## config.mk

```make
export PLATFORM = sky130hd
export DESIGN_NAME = dbgbus_router
export DESIGN_NICKNAME = d
export VERILOG_FILES = /design/src/rtl/dbgbus_pkg.sv /design/src/rtl/dbgbus_decode.sv /design/src/rtl/dbgbus_local_port.sv /design/src/rtl/dbgbus_seq.sv /design/src/rtl/dbgbus_router.sv
export SDC_FILE = /design/constraint.sdc
export NUM_CORES = 1
export LEC_CHECK = 0
export BUFFER_PORTS_ARGS = -buffer_cell sky130_fd_sc_hd__clkbuf_2
export CORE_AREA = 2 2 90 92
export CTS_CLUSTER_DIAMETER = 30
export DETAILED_ROUTE_END_ITERATION = 6
export DIE_AREA = 0 0 92 94
export PLACE_DENSITY = 0.83
export SETUP_SLACK_MARGIN = 0.4
export SLEW_MARGIN = 20
export SYNTH_ARGS = -nofsm -noshare
export SYNTH_HDL_FRONTEND = slang
export SYNTH_SLANG_ARGS = --single-unit
```

## constraint.sdc

```tcl
create_clock -name clk -period 3.6 [get_ports clk]
set_input_delay 0.72 -clock clk [delete_from_list [all_inputs] [get_ports clk]]
set_output_delay 0.72 -clock clk [all_outputs]
set_load 0.02 [all_outputs]
```

## src/rtl/dbgbus_pkg.sv

```systemverilog
// Package: shared types for the debug bus access router.
// Assumes: nothing beyond IEEE 1800-2017 enums.
package dbgbus_pkg;

    // Destination chosen for one request
    typedef enum logic [1:0] {
        RT_LOCAL   = 2'd0,
        RT_NEXTREG = 2'd1,
        RT_EXPAND  = 2'd2,
        RT_BLOCKED = 2'd3
    } route_t;

    // Transaction sequencer states
    typedef enum logic [1:0] {
        SQ_IDLE    = 2'd0,
        SQ_EXP_REQ = 2'd1,
        SQ_EXP_RSP = 2'd2,
        SQ_RESP    = 2'd3
    } seq_state_t;

endpackage

```

## src/rtl/dbgbus_decode.sv

```systemverilog
// Module: address and reset-gate decoder.
// Classifies a request address into one of four routes. A gated
// (reset active) request to anything but the control word is
// refused first. Then the expansion window, then the next-module
// word, then the local window.
// Assumes: NEXT_REG_ADDR and CTRL_ADDR lie below NEXT_BASE when
// NEXT_BASE is non-zero.
module dbgbus_decode
    import dbgbus_pkg::*;
#(
    parameter int          ADDR_W        = 7,
    parameter logic [31:0] NEXT_BASE     = 32'h40,
    parameter int unsigned CTRL_ADDR     = 32'h10,
    parameter int unsigned NEXT_REG_ADDR = 32'h1D
) (
    input  logic [ADDR_W-1:0] addr,
    input  logic              gate,
    output route_t            route
);

    localparam logic [ADDR_W-1:0] CTRL_A = ADDR_W'(CTRL_ADDR);
    localparam logic [ADDR_W-1:0] NREG_A = ADDR_W'(NEXT_REG_ADDR);

    logic is_ctrl;
    logic is_nreg;
    logic is_far;

    assign is_ctrl = (addr == CTRL_A);
    assign is_nreg = (addr == NREG_A);

    // Expansion window exists only when a next module is configured
    generate
        if (NEXT_BASE == 32'd0) begin : g_no_next
            assign is_far = 1'b0;
        end else begin : g_next
            localparam logic [ADDR_W-1:0] BASE_A = NEXT_BASE[ADDR_W-1:0];
            assign is_far = (addr >= BASE_A);
        end
    endgenerate

    // Priority classification of the request
    always_comb begin
        if (gate && !is_ctrl) begin
            route = RT_BLOCKED;
        end else if (is_far) begin
            route = RT_EXPAND;
        end else if (is_nreg) begin
            route = RT_NEXTREG;
        end else begin
            route = RT_LOCAL;
        end
    end

endmodule

```

## src/rtl/dbgbus_local_port.sv

```systemverilog
// Module: local register-file port and in-router result mux.
// Produces the one-cycle strobe toward the register file and the
// response word for every route that completes without the
// expansion port: local reads, next-module reads and refusals.
// Assumes: loc_rdata is combinational from loc_addr within the
// strobe cycle.
module dbgbus_local_port
    import dbgbus_pkg::*;
#(
    parameter int          ADDR_W    = 7,
    parameter int          DATA_W    = 32,
    parameter logic [31:0] NEXT_BASE = 32'h40
) (
    input  logic              accept,
    input  route_t            route,
    input  logic [ADDR_W-1:0] req_addr,
    input  logic              req_write,
    input  logic [DATA_W-1:0] req_wdata,
    input  logic [DATA_W-1:0] loc_rdata,
    output logic              loc_sel,
    output logic              loc_write,
    output logic [ADDR_W-1:0] loc_addr,
    output logic [DATA_W-1:0] loc_wdata,
    output logic [DATA_W-1:0] res_data,
    output logic              res_err
);

    localparam logic [DATA_W-1:0] NEXT_WORD = DATA_W'(NEXT_BASE);

    // Strobe only on an accepted request routed to the register file
    assign loc_sel   = accept && (route == RT_LOCAL);
    assign loc_write = req_write;
    assign loc_addr  = req_addr;
    assign loc_wdata = req_wdata;

    // Response word for routes answered inside the router
    always_comb begin
        res_data = '0;
        res_err  = 1'b0;
        unique case (route)
            RT_LOCAL:   res_data = req_write ? '0 : loc_rdata;
            RT_NEXTREG: res_data = req_write ? '0 : NEXT_WORD;
            RT_BLOCKED: res_err  = 1'b1;
            RT_EXPAND:  res_data = '0;
            default:    res_data = '0;
        endcase
    end

endmodule

```

## src/rtl/dbgbus_seq.sv

```systemverilog
// Module: single-outstanding transaction sequencer.
// Accepts one request at a time. Local results are registered into
// the response stage at once. Expansion requests are latched and
// presented on the expansion port, and its answer is captured.
// The response is held until the master takes it.
// Assumes: synchronous active-low reset; the expansion port gives
// exactly one response for each request it accepts.
module dbgbus_seq
    import dbgbus_pkg::*;
#(
    parameter int ADDR_W = 7,
    parameter int DATA_W = 32
) (
    input  logic              clk,
    input  logic              rst_n,
    input  logic              req_valid,
    input  logic [ADDR_W-1:0] req_addr,
    input  logic              req_write,
    input  logic [DATA_W-1:0] req_wdata,
    input  route_t            route,
    input  logic [DATA_W-1:0] res_data,
    input  logic              res_err,
    output logic              req_ready,
    output logic              accept,
    output logic              rsp_valid,
    input  logic              rsp_ready,
    output logic [DATA_W-1:0] rsp_rdata,
    output logic              rsp_err,
    output logic              exp_req_valid,
    input  logic              exp_req_ready,
    output logic [ADDR_W-1:0] exp_addr,
    output logic              exp_write,
    output logic [DATA_W-1:0] exp_wdata,
    input  logic              exp_rsp_valid,
    output logic              exp_rsp_ready,
    input  logic [DATA_W-1:0] exp_rsp_rdata,
    input  logic              exp_rsp_err
);

    seq_state_t        state_q;
    logic [DATA_W-1:0] data_q;
    logic              err_q;
    logic [ADDR_W-1:0] xaddr_q;
    logic              xwrite_q;
    logic [DATA_W-1:0] xwdata_q;

    // Handshake signals decoded from the state
    assign req_ready     = (state_q == SQ_IDLE);
    assign accept        = req_valid && req_ready;
    assign rsp_valid     = (state_q == SQ_RESP);
    assign exp_req_valid = (state_q == SQ_EXP_REQ);
    assign exp_rsp_ready = (state_q == SQ_EXP_RSP);
    assign rsp_rdata     = data_q;
    assign rsp_err       = err_q;
    assign exp_addr      = xaddr_q;
    assign exp_write     = xwrite_q;
    assign exp_wdata     = xwdata_q;

    // State advance for one transaction
    always_ff @(posedge clk) begin
        if (!rst_n) begin
            state_q <= SQ_IDLE;
        end else begin
            unique case (state_q)
                SQ_IDLE: begin
                    if (accept) begin
                        state_q <= (route == RT_EXPAND) ? SQ_EXP_REQ : SQ_RESP;
                    end
                end
                SQ_EXP_REQ: if (exp_req_ready) state_q <= SQ_EXP_RSP;
                SQ_EXP_RSP: if (exp_rsp_valid) state_q <= SQ_RESP;
                SQ_RESP:    if (rsp_ready)     state_q <= SQ_IDLE;
                default:    state_q <= SQ_IDLE;
            endcase
        end
    end

    // Response register: load from local result or expansion answer
    always_ff @(posedge clk) begin
        if (!rst_n) begin
            data_q <= '0;
            err_q  <= 1'b0;
        end else if (accept && (route != RT_EXPAND)) begin
            data_q <= res_data;
            err_q  <= res_err;
        end else if (exp_rsp_ready && exp_rsp_valid) begin
            data_q <= exp_rsp_rdata;
            err_q  <= exp_rsp_err;
        end
    end

    // Expansion request latch, loaded on an accepted far request
    always_ff @(posedge clk) begin
        if (!rst_n) begin
            xaddr_q  <= '0;
            xwrite_q <= 1'b0;
            xwdata_q <= '0;
        end else if (accept && (route == RT_EXPAND)) begin
            xaddr_q  <= req_addr;
            xwrite_q <= req_write;
            xwdata_q <= req_wdata;
        end
    end

endmodule

```

## src/rtl/dbgbus_router.sv

```systemverilog
// Module: debug bus access router (top).
// Decodes each request on a single-master debug register bus, gates
// it against platform and external reset, and sends it to the local
// register file, the next-module register or the expansion port.
// Assumes: one master; synchronous active-low reset; the address
// width lies between 7 and 32 bits.
module dbgbus_router
    import dbgbus_pkg::*;
#(
    parameter int          ADDR_W        = 7,
    parameter int          DATA_W        = 32,
    parameter logic [31:0] NEXT_BASE     = 32'h40,
    parameter int unsigned CTRL_ADDR     = 32'h10,
    parameter int unsigned NEXT_REG_ADDR = 32'h1D
) (
    input  logic              clk,
    input  logic              rst_n,
    input  logic              sysrst_active,
    input  logic              extrst_active,
    input  logic              req_valid,
    output logic              req_ready,
    input  logic [ADDR_W-1:0] req_addr,
    input  logic              req_write,
    input  logic [DATA_W-1:0] req_wdata,
    output logic              rsp_valid,
    input  logic              rsp_ready,
    output logic [DATA_W-1:0] rsp_rdata,
    output logic              rsp_err,
    output logic              loc_sel,
    output logic              loc_write,
    output logic [ADDR_W-1:0] loc_addr,
    output logic [DATA_W-1:0] loc_wdata,
    input  logic [DATA_W-1:0] loc_rdata,
    output logic              exp_req_valid,
    input  logic              exp_req_ready,
    output logic [ADDR_W-1:0] exp_addr,
    output logic              exp_write,
    output logic [DATA_W-1:0] exp_wdata,
    input  logic              exp_rsp_valid,
    output logic              exp_rsp_ready,
    input  logic [DATA_W-1:0] exp_rsp_rdata,
    input  logic              exp_rsp_err
);

    route_t            route;
    logic              gate;
    logic              accept;
    logic [DATA_W-1:0] res_data;
    logic              res_err;

    // Either reset source closes the gate
    assign gate = sysrst_active || extrst_active;

    dbgbus_decode #(
        .ADDR_W        (ADDR_W),
        .NEXT_BASE     (NEXT_BASE),
        .CTRL_ADDR     (CTRL_ADDR),
        .NEXT_REG_ADDR (NEXT_REG_ADDR)
    ) u_decode (
        .addr  (req_addr),
        .gate  (gate),
        .route (route)
    );

    dbgbus_local_port #(
        .ADDR_W    (ADDR_W),
        .DATA_W    (DATA_W),
        .NEXT_BASE (NEXT_BASE)
    ) u_local (
        .accept    (accept),
        .route     (route),
        .req_addr  (req_addr),
        .req_write (req_write),
        .req_wdata (req_wdata),
        .loc_rdata (loc_rdata),
        .loc_sel   (loc_sel),
        .loc_write (loc_write),
        .loc_addr  (loc_addr),
        .loc_wdata (loc_wdata),
        .res_data  (res_data),
        .res_err   (res_err)
    );

    dbgbus_seq #(
        .ADDR_W (ADDR_W),
        .DATA_W (DATA_W)
    ) u_seq (
        .clk           (clk),
        .rst_n         (rst_n),
        .req_valid     (req_valid),
        .req_addr      (req_addr),
        .req_write     (req_write),
        .req_wdata     (req_wdata),
        .route         (route),
        .res_data      (res_data),
        .res_err       (res_err),
        .req_ready     (req_ready),
        .accept        (accept),
        .rsp_valid     (rsp_valid),
        .rsp_ready     (rsp_ready),
        .rsp_rdata     (rsp_rdata),
        .rsp_err       (rsp_err),
        .exp_req_valid (exp_req_valid),
        .exp_req_ready (exp_req_ready),
        .exp_addr      (exp_addr),
        .exp_write     (exp_write),
        .exp_wdata     (exp_wdata),
        .exp_rsp_valid (exp_rsp_valid),
        .exp_rsp_ready (exp_rsp_ready),
        .exp_rsp_rdata (exp_rsp_rdata),
        .exp_rsp_err   (exp_rsp_err)
    );

endmodule

```

==> results of run 1 <==
-- routing by layer --
| metal | routed length, um | vias up |
|---|---|---|
| li1 | - | 1707 |
| met1 | 3940 | 1542 |
| met2 | 4730 | 159 |
| met3 | 710 | 13 |
| met4 | 149 | 0 |
| met5 | 0 | - |
-- registers in the layout (all words and copies together) (netlist names) --
register,flops
u_seq.rsp_err,1
u_seq.exp_addr,7
u_seq.exp_write,1
u_seq.state_q,2
u_seq.rsp_rdata,32
u_seq.exp_wdata,32
-- worst paths after layout --
check | startpoint | slack, ns | cells past startpoint | endpoint
hold / removal | u_seq.exp_wdata[12]$_SDFFE_PN0P_ | 0.45 | 2 | u_seq.exp_wdata[12]$_SDFFE_PN0P_
setup reg to reg | u_seq.state_q[0]$_SDFFE_PN0P_ | 1.31 | 7 | u_seq.rsp_rdata[4]$_SDFFE_PN0P_
hold reg to reg | u_seq.exp_wdata[12]$_SDFFE_PN0P_ | 0.45 | 2 | u_seq.exp_wdata[12]$_SDFFE_PN0P_
setup / recovery | req_addr[6] | 0.56 | 6 | loc_sel
-- cell type report --
type / instances / area, um2
Timing Repair Buffer: 237 / 1200
Fill cell: 723 / 3140
Tap cell: 102 / 128
Inverter: 6 / 22.5
Multi-Input combinational cell: 253 / 1360
Clock inverter: 4 / 97.6
Clock buffer: 11 / 151
Sequential cell: 75 / 1500
-- logic make-up after synthesis --
logic type	count (synthesis)	synth area share, %
adder cells (fa/ha/maj)	4	1.52
buffers and inverters	72	13.3
AO/OA/AOI/OAI	115	22.1
AND/OR/NAND/NOR	132	16.9
flip-flops	75	45.6
multiplexers	2	0.646
-- power by group through the flow --
stage,Combinational (mW),Clock (mW),Sequential [mW]
after global routing,1.04,0.853,1.07
final,0.945,0.799,1.05
after detailed placement,0.947,0,1.07
after floorplan,0.479,0,1.22
after global placement,0.921,0,1.06
after CTS,0.948,0.820,1.05
-- Yosys cell counts, types with 2 or more instances --
library cell,number
buf_2,4
o21ai_0,32
dfxtp_1,75
nor3_1,2
nand3_1,2
inv_1,6
buf_4,41
o21a_1,3
nand2_1,95
nor2_1,23
nor4_2,2
o221ai_1,15
a21oi_1,40
o2bb2ai_1,16
and2_1,2
ha_1,4
clkbuf_1,20
-- per-stage QoR --
step / worst slack [ns] / area (um2) / instances
after floorplan: 0.685 / 3290 / 400
after global placement: 0.569 / 4220 / 673
after detailed placement: 0.491 / 4220 / 673
after CTS: 0.496 / 4460 / 688
after global routing: 0.467 / 4470 / 688
final: 0.560 / 4470 / 688
-- critical path, delay by kind of cell --
kind                   cells  cell delay (ns)
and+or+nand+nor            4             1.21
buffers and inverters      2             0.37
==> metrics.md, run 1 <==
| Metric | Value |
|---|---|
| Sw Ratio | 35.7% |
| Internal | 1.80 mW |
| CP arrival | 2.32 ns |
| Critical path's slowest cell | or4b_4 |
| Commonest cells after routing, fill and taps aside | 230 x clkbuf_2, 95 x nand2_1, 75 x dfxtp_1, 40 x a21oi_1, 32 x o21ai_0 |
| CP max stage delay | just under 0.6 ns |
| Most common cell after layout, fill and taps aside | clkbuf_2 |
| H-tree Lvls | 3 |
| Clk_skew | 0.0111 ns |
| Fin. Hold Viols | 0 |
| Post-synthesis cell area | approximately 3300 um2 |
| Synth area leader | dfxtp_1 |
| Worst rel slew slack | 51.9% |
| Syn_area_per_cell | ~8.2 um2 |
| Post-synth top area share | 45.6% |
| CTS Hold Bufs | 0 |
| Pin count of the biggest net entering global routing | 42 |
| Wirelength per Cell | approximately 14 um |
| Period utilization | 84.5% |
| Drt total wl | between 9000 and 10000 um |
| # rows | 32 |
| GRT met1 Usage | 25.4% |
| Synth area leaders | dfxtp_1 46%, nand2_1 11%, buf_4 9.3% |
| Die area | 8650 um2 |
| Initial antenna violation count | 0 |
| Vias per cell | approximately 5.0 |
| Outcome | complete, no violations |
| Worst EP required | 2.88 ns |
| Drt first pass iters | 4 |
| Core outline area | 7610 um2 |
| All-layer global routing usage | 21.7% |
| Final total power | 2.80 mW |
| Layout cells sized above 1 | 44.5% |
| Number of remaining DRC errors | 0 |
| Clock tree buffer depth | 2 |
| CTS Buf Count | 9 |
| Kind of critical path | input pin to output port |
| Hold WC Path Type | flop to flop |
| Clock latency at the later pin of the worst-skew pair | about 0.34 ns |
| Cell variety after synth | 35 |
| Worst-margin pin slew | 0.721 ns |
| Static Leak | 2.09 nW |
| Die Ht | ~94 um |
| Starting density of the core | 43.3% |
| Mapped Nets | between 500 and 600 |
| Layout net count | 699 |
| Post-route antenna net violation count | 0 |
| Reg power frac | between 30% and 40% |
| CP Capture Type | output port |
| Gpl congestion | 0.799 |
| Net Switching | approximately 1.0 mW |
| Placed wire-length estimate | slightly above 7000 um |
| Max-slew violation count | 0 |
| Yosys warns | 0 |
| Crit start category | input pin |
| Final core utilization | 58.7% |
| Grt peak-use layer | met2 |
| Hold slack | about 0.45 ns |
| Clk pin slew, worst setup/hold paths | 0.07 ns |
| Root Driver | clkbuf_8 |
| Vias in the first global route | 3221 |
| Critical path, cell by cell | clkbuf_2 -> or4b_4 -> nor4_2 -> nor2_2 -> nor3_1 -> clkbuf_2 |
| Max cap viols | 0 |
| Post-CTS sizing | 0 |
| Ys async rst share | 0% |
| # IOs | 231 |
| CTS tree | built |
| Max Fclk | 0.329 GHz |
| ANT cells | 0 |
| Min Tclk post-route | ~3.0 ns |
| Worst-path maximum fanout | 15 |
| Synth-to-layout area growth | 35.6% |
| RSZ-0062 raised after global routing | false |
| IO Port Bufs | 230 |
| Grt total ovfl | 0 |
| PD cells | 626 nW/um2 |
| IR drop worst, VDD | slightly below 400 uV |
| Global Route met3 Usage | under 10% |
| CTS Sinks | 75 |
| Comb power frac | between 30% and 40% |
| Ys flop type | dfxtp_1 |
| Die W | 92 um |
| Post-synth EDFFs | 0 |
| Seq/Total Area, Yosys | between 40% and 50% |
| Post-CTS Setup Inserts | 0 |
| GR Util met2 | between 30% and 40% |
| TNS Setup | 0 ns |
| Clk network pwr share | 28.6% |
| Global-route wire length before repair | roughly 15000 um |
| Mapped Cells | 400 |
| Flops & latches, synth | between 70 and 80 |
| DR iter-0 viols | around 120 |
| Crit-path most repeated cell | clkbuf_2 |
| Vias | between 3000 and 4000 |
| Endpoints failing setup | 0 |
Note: power is estimated with default switching activity, not from simulation.
==> run 2, diff against run 1 <==
ABC_AREA = 1   (was unset)
CORE_AREA = unset   (was 2 2 90 92)
CORE_UTILIZATION = 40   (was unset)
DIE_AREA = unset   (was 0 0 92 94)
PLACE_DENSITY = 0.77   (was 0.83)
clock period = 2.7 ns   (was 3.6 ns; I/O delays follow)
==> metrics.md, run 2 <==
| Metric | Value |
|---|---|
| Drt first pass iters | 4 (unchanged) |
| Worst-path maximum fanout | 4 (-11) |
| # rows | 36 (+13%) |
| ANT cells | 0 (unchanged) |
| Filler cell count | 988 (+37%) |
| Worst-margin pin slew | 0.678 ns (-0.0435 ns) |
| Layout cells sized above 1 | 37.8% (-6.7 points) |
| Core outline area | 9820 um2 (+29%) |
| Global-route wire length before repair | 18400 um (+23%) |
| Comb power frac | 42.6% (+8.8 points) |
| Non-filler instance count after layout | 855 (+24%) |
| Most common cell after layout, fill and taps aside | clkbuf_2 |
| Setup WS post-layout | 0.556 ns (-0.00329 ns) |
| CTS tree | built |
| Max cap viols | 0 (unchanged) |
| Clock latency at the later pin of the worst-skew pair | 0.35 ns (about the same) |
| Post-route antenna net violation count | 0 (unchanged) |
| CP arrival | 1.60 ns (-0.72 ns) |
| Post-synth EDFFs | 0 (unchanged) |
| IR drop worst, VDD | 285 uV (-26%) |
| Period utilization | between 70% and 80% |
| Die Ht | 103 um (+9.6%) |
| FF/Latch Area | 1500 um2 (unchanged) |
| Root Driver | clkbuf_8 |
| CTS Hold Bufs | 0 (unchanged) |
| Final core utilization | 53.5% (-5.2 points) |
| Seq/Total Area, Yosys | 36.8% (-8.8 points) |
| DR iter-0 viols | 171 (+45%) |
| Placed wire-length estimate | 8740 um (+23%) |
| Grt total ovfl | 0 (unchanged) |
| Vias | 4424 (+29%) |
| # IOs | 231 (unchanged) |
| Vias in the first global route | 4002 (+24%) |
| CP max stage delay | 0.34 ns (-0.24 ns) |
| Clock tree buffer depth | 2 (unchanged) |
| Buf+Inv Stages, Crit Path | 3 (+1) |
| Outcome | complete, no violations |
| Fin. Hold Viols | 0 (unchanged) |
| DP Cell Count | 839 (+25%) |
| Number of remaining DRC errors | 0 (unchanged) |
| Max Fclk | 0.466 GHz |
| Pin count of the biggest net entering global routing | 65 (+55%) |
| Largest delay share family, worst path | simple AND/OR/NAND/NOR gates |
| Critical path, cell by cell | inv_1 -> ha_4 -> nand2_1 -> nor2_2 -> inv_2 -> nor3_2 -> buf_4 |
| Commonest cells after routing, fill and taps aside | 229 x clkbuf_2, 103 x nand4_1, 85 x nand2_1, 75 x dfxtp_1, 71 x a21oi_1 |
| Worst EP required | 2.16 ns (-0.72 ns) |
| Vias per cell | 5.17 (+4.1%) |
| Sw Ratio | 39.3% (+3.6 points) |
| Gpl congestion | 0.870 (+8.8%) |
| Clk_skew | 0.0128 ns (+0.00166 ns) |
| Synth-to-layout area growth | 28.7% |
| CP Capture Type | output port |
| Kind of critical path | flop to output port |
| Initial antenna violation count | 0 (unchanged) |
| Starting density of the core | 41.6% (-1.7 points) |
| H-tree Lvls | 3 (unchanged) |
| Endpoints failing setup | 0 (unchanged) |
| Post-Place Setup Slack | 0.644 ns (+0.153 ns) |
| Synth area leaders | dfxtp_1 37%, nand4_1 16%, a21oi_1 8.7% |
| Flops & latches, synth | 75 (unchanged) |
| Layout net count | 834 (+19%) |
| Wirelength per Cell | 14.1 um (+1.9%) |
| Ys async rst share | 0% (unchanged) |
| Synth area leader | dfxtp_1 |
| Net Switching | 1.74 mW (+75%) |
| Cell variety after synth | 23 (-34%) |
| Drt total wl | 12100 um (+27%) |
| Critical path's slowest cell | dfxtp_1 |
| Post-synth top area share | 36.8% (-8.8 points) |
| Area of the multi-input gates | 1820 um2 (+33%) |
| All-layer global routing usage | 21.9% (+0.25 points) |
| Yosys warns | 0 (unchanged) |
| Fin area | 5260 um2 (+18%) |
| Die area | 10600 um2 (+23%) |
| Hold WC Path Type | input pin to flop |
| Top-count cell post-synth | nand4_1 |
| Mapped Cells | 554 (+39%) |
| Placed cell areas | 4980 um2 (+18%) |
| CTS Buf Count | 9 (unchanged) |
| Clk network pwr share | 25.2% (-3.4 points) |
| PD cells | 844 nW/um2 (+35%) |
| Max-slew violation count | 0 (unchanged) |
| Die W | 103 um (+12%) |
| IO Port Bufs | 230 (unchanged) |
| Post-synthesis cell area | 4090 um2 (+24%) |
| Mapped Nets | 671 (+30%) |
| Synth cell count leaders | 103 x nand4_1, 86 x nand2_1, 75 x dfxtp_1, 71 x a21oi_1, 52 x inv_1 |
| Reg power frac | 32.1% (-5.5 points) |
| Clk pin slew, worst setup/hold paths | 0.08 ns (about the same) |
| Syn_area_per_cell | 7.37 um2 (-10%) |
| Hold slack | 0.442 ns (-0.0130 ns) |
| Ys flop type | dfxtp_1 |
| Final total power | 4.44 mW (+59%) |
| RSZ-0062 raised after global routing | false |
| Worst rel slew slack | 54.8% (+2.9 points) |
| CTS Sinks | 75 (unchanged) |
| Static Leak | 2.49 nW (+19%) |
| Crit start category | flop |
| Internal | 2.69 mW (+50%) |
| TNS Setup | 0 ns (unchanged) |
| Min Tclk post-route | 2.14 ns |
-- run 2: final timing paths --
check / slack [ns] / cells after the start / end / start
min reg2reg: 0.46 / 2 / u_seq.exp_wdata[23]$_SDFFE_PN0P_ / u_seq.exp_wdata[23]$_SDFFE_PN0P_
max reg2reg: 0.71 / 11 / u_seq.rsp_err$_SDFFE_PN0P_ / u_seq.state_q[0]$_SDFFE_PN0P_
max: 0.56 / 7 / loc_sel / u_seq.state_q[0]$_SDFFE_PN0P_
min: 0.44 / 3 / u_seq.rsp_rdata[26]$_SDFFE_PN0P_ / loc_rdata[26]
-- run 2: worst register-to-register path: stages (launching register included) --
cell and delay (ns):
dfxtp_1 0.38, inv_1 0.11, ha_4 0.18, nand2_1 0.10, nor2_2 0.06, inv_2 0.06, buf_4 0.50, nand2_1 0.19
inv_1 0.13, nand3_1 0.07, nand2_1 0.08, nor2_1 0.04
-- run 2: what timing repair did --
item,4_1_cts,5_1_grt
buffers inserted,0,0
endpoints found under the hold margin,0,0
setup endpoints to repair,0,3
gates resized for setup,0,4
-- run 2: power by group through the flow --
stage	Sequential (mW)	Combinational [mW]	Clock (mW)
final	1.42	1.89	1.12
after global routing	1.45	2.11	1.20
after CTS	1.42	1.87	1.14
after detailed placement	1.45	1.86	0
after global placement	1.44	1.80	0
after floorplan	1.66	1.13	0
-- run 2: area by class of cell --
class | count | share of cell area (%)
clock buffers | 11 | 2.50
repair buffers | 246 | 24.9
inverters | 54 | 3.86
well taps | 133 | 3.17
multi-input cells | 331 | 34.6
clock inverters | 5 | 2.38
flip-flops and latches | 75 | 28.6
-- run 2: layer usage --
| metal | share of wire [%] | vias up | track usage (%) |
|---|---|---|---|
| li1 | - | 2222 | - |
| met1 | 43 | 2005 | 27.2 |
| met2 | 50 | 178 | 37.8 |
| met3 | 6.1 | 19 | 2.98 |
| met4 | 1.6 | 0 | 9.75 |
| met5 | 0 | - | 0 |
-- run 2: kinds of logic (layout without fill, tap and decap cells) --
logic type / count (synthesis) / in the layout / synth area share [%]
fa+ha+maj: 4 / 4 / 1.23
flops: 75 / 75 / 36.8
compound gates: 108 / 108 / 15.3
simple gates: 219 / 219 / 27.5
buf+inv: 148 / 316 / 19.2
==> run 3, diff against run 2 <==
CORE_UTILIZATION = 45   (was 40)
PLACE_DENSITY = 0.81   (was 0.77)
clock period = 2.1 ns   (was 2.7 ns; I/O delays follow)
==> metrics.md, run 3 (synthesis results as in run 2) <==
| Metric | Value |
|---|---|
| Wirelength per Cell | 15.6 um (+11%) |
| CP Capture Type | output port |
| Clock tree buffer depth | 2 (unchanged) |
| PD cells | 1030 nW/um2 (+22%) |
| All-layer global routing usage | 25.2% (+3.2 points) |
| FF-to-FF Start | u_seq.state_q[0]$_SDFFE_PN0P_ |
| Vias per cell | 5.50 (+6.3%) |
| Clk_skew | 0.0100 ns (-0.00275 ns) |
| Layout cells sized above 1 | 39.8% (+1.9 points) |
| Filler cell count | 820 (-17%) |
| Static Leak | 2.55 nW (+2.7%) |
| DR iter-0 viols | 174 (+1.8%) |
| Hold Crit Depth | 3 (unchanged) |
| Max Fclk | roughly 0.54 GHz |
| IO Port Bufs | 230 (unchanged) |
| Min Tclk post-route | 1.86 ns |
| Global-route wire length before repair | 19800 um (+7.9%) |
| Post-route antenna net violation count | 0 (unchanged) |
| Final core utilization | 61.4% (+7.9 points) |
| Hold WC Path Type | input pin to flop |
| Max cap viols | 0 (unchanged) |
| Grt total ovfl | 0 (unchanged) |
| Starting density of the core | 46.6% (+5.0 points) |
| ANT cells | 0 (unchanged) |
| Worst-margin pin slew | 0.444 ns (-0.233 ns) |
| # IOs | 231 (unchanged) |
| RSZ-0062 raised after global routing | true |
| Hold slack | 0.323 ns (-0.119 ns) |
| Drt total wl | 13100 um (+8.6%) |
| Endpoints failing setup | 0 (unchanged) |
| R2R Path End | u_seq.rsp_rdata[25]$_SDFFE_PN0P_ |
| Layout net count | 844 (+1.2%) |
| Worst EP required | 1.68 ns (-0.48 ns) |
| Worst-path maximum fanout | 2 (-2) |
| Die W | 97.3 um (-5.6%) |
| CP arrival | 1.44 ns (-0.16 ns) |
| Outcome | complete, no violations |
| Commonest cells after routing, fill and taps aside | 229 x clkbuf_2, 103 x nand4_1, 83 x nand2_1, 73 x dfxtp_1, 71 x a21oi_1 |
| Gpl congestion | 0.856 (-1.5%) |
| CTS Buf Count | 9 (unchanged) |
| Die Ht | 97.3 um (-5.6%) |
| Fin. Hold Viols | 0 (unchanged) |
| Clk pin slew, worst setup/hold paths | 0.09 ns (about the same) |
| Vias in the first global route | 4164 (+4.0%) |
| CTS Sinks | 75 (unchanged) |
| IR drop worst, VDD | 531 uV (+86%) |
| CTS tree | built |
| Core outline area | 8760 um2 (-11%) |
| H-tree Lvls | 3 (unchanged) |
| Critical path's slowest cell | dfxtp_2 |
| Worst rel slew slack | 70.4% (+16 points) |
| Crit start category | flop |
| Pin count of the biggest net entering global routing | 67 (+3.1%) |
| Hold Path Sink | u_seq.exp_wdata[31]$_SDFFE_PN0P_ |
| # rows | 34 (-5.6%) |
| Initial antenna violation count | 0 (unchanged) |
| Period utilization | 88.3% |
| DP Cell Count | 812 (-3.2%) |
| Kind of critical path | flop to output port |
| Number of remaining DRC errors | 0 (unchanged) |
| Clock latency at the later pin of the worst-skew pair | 0.34 ns (about the same) |
| Max-slew violation count | 0 (unchanged) |
| Most common cell after layout, fill and taps aside | clkbuf_2 |
| Die area | 9460 um2 (-11%) |
| Root Driver | clkbuf_8 |
| Drt first pass iters | 5 (+1) |
| Crit-path most repeated cell | inv_2 |
| TNS Setup | 0 ns (unchanged) |
| Critical path, cell by cell | inv_2 -> ha_4 -> nand2_4 -> nor2_4 -> inv_2 -> nor3_4 -> clkbuf_8 |
| Synth-to-layout area growth | 31.7% |
| Min-delay src | rst_n |
| Cell count of the worst reg-to-reg path | 10 (-1) |
| Vias | 4620 (+4.4%) |
| CP max stage delay | 0.33 ns (about the same) |
| Non-filler instance count after layout | 840 (-1.8%) |
| R2r setup slk | 0.50 ns (-0.21 ns) |
| Placed wire-length estimate | 8590 um (-1.8%) |
run 3: cell types whose count changed in the layout (fill, tap and decap cells not counted), moves of 2 or more:
cell,previous run,this run
dfxtp_1,75,73
bufinv_16,4,0
clkinvlp_4,0,4
clkbuf_1,2,0
clkinv_2,1,3
dfxtp_2,0,2
nand2_1,85,83
clkbuf_16,0,5
inv_1,51,49
run 3: worst max-delay path: cells and delay by family (launching register included):
family	cells	cell delay, ns
adders and majority gates	1	0.15
buffers and inverters	3	0.32
DFF	1	0.33
and+or+nand+nor	3	0.29
run 3: where the power goes:
part / internal (mW) / switching (mW)
logic: 1.05 / 1.67
registers: 1.69 / 0.129
clock network: 0.422 / 0.563
run 3: worst max-delay path by stage:
stage | slack, ns | endpoint | start
floorplan | 0.37 | loc_sel | u_seq.state_q[1]$_SDFFE_PN0P_
global placement | 0.35 | loc_sel | req_addr[0]
detailed placement | 0.33 | loc_sel | req_addr[2]
CTS | 0.18 | loc_sel | u_seq.state_q[0]$_SDFFE_PN0P_
global route | 0.15 | loc_sel | u_seq.state_q[0]$_SDFFE_PN0P_
finish | 0.24 | loc_sel | u_seq.state_q[0]$_SDFFE_PN0P_
run 3: metrics by stage:
stage | setup slack, ns | total power [mW] | area (um2)
after floorplan | 0.370 | 3.65 | 4140
after global placement | 0.346 | 4.22 | 4980
after detailed placement | 0.326 | 4.30 | 4980
after CTS | 0.175 | 5.34 | 5200
after global routing | 0.155 | 5.89 | 5380
final | 0.245 | 5.52 | 5380
run 3: metal layers:
| layer | track usage [%] | part of all wire (%) | up-vias |
|---|---|---|---|
| met5 | 0 | 0 | - |
| met4 | 9.95 | 2.5 | 0 |
| met3 | 3.67 | 5.7 | 27 |
| met2 | 43.2 | 51 | 194 |
| met1 | 31.8 | 41 | 2156 |
| li1 | - | - | 2243 |
run 3: final cells by class:
class | count | area, um2 | area share [%]
inverter | 54 | 210 | 3.91
timing repair buffer | 256 | 1520 | 28.2
sequential | 75 | 1500 | 27.9
clock buffer | 9 | 124 | 2.30
clock inverter | 7 | 45.0 | 0.837
multi-input combinational | 331 | 1850 | 34.3
tap | 108 | 135 | 2.51
run 3: what timing repair did:
action                     4_1_cts  5_1_grt
pin swaps                        4        2
hold buffers                     0        0
cloned                           0        5
setup endpoints to repair        4       74
buffers inserted                 5        2
gates resized for setup          3       10
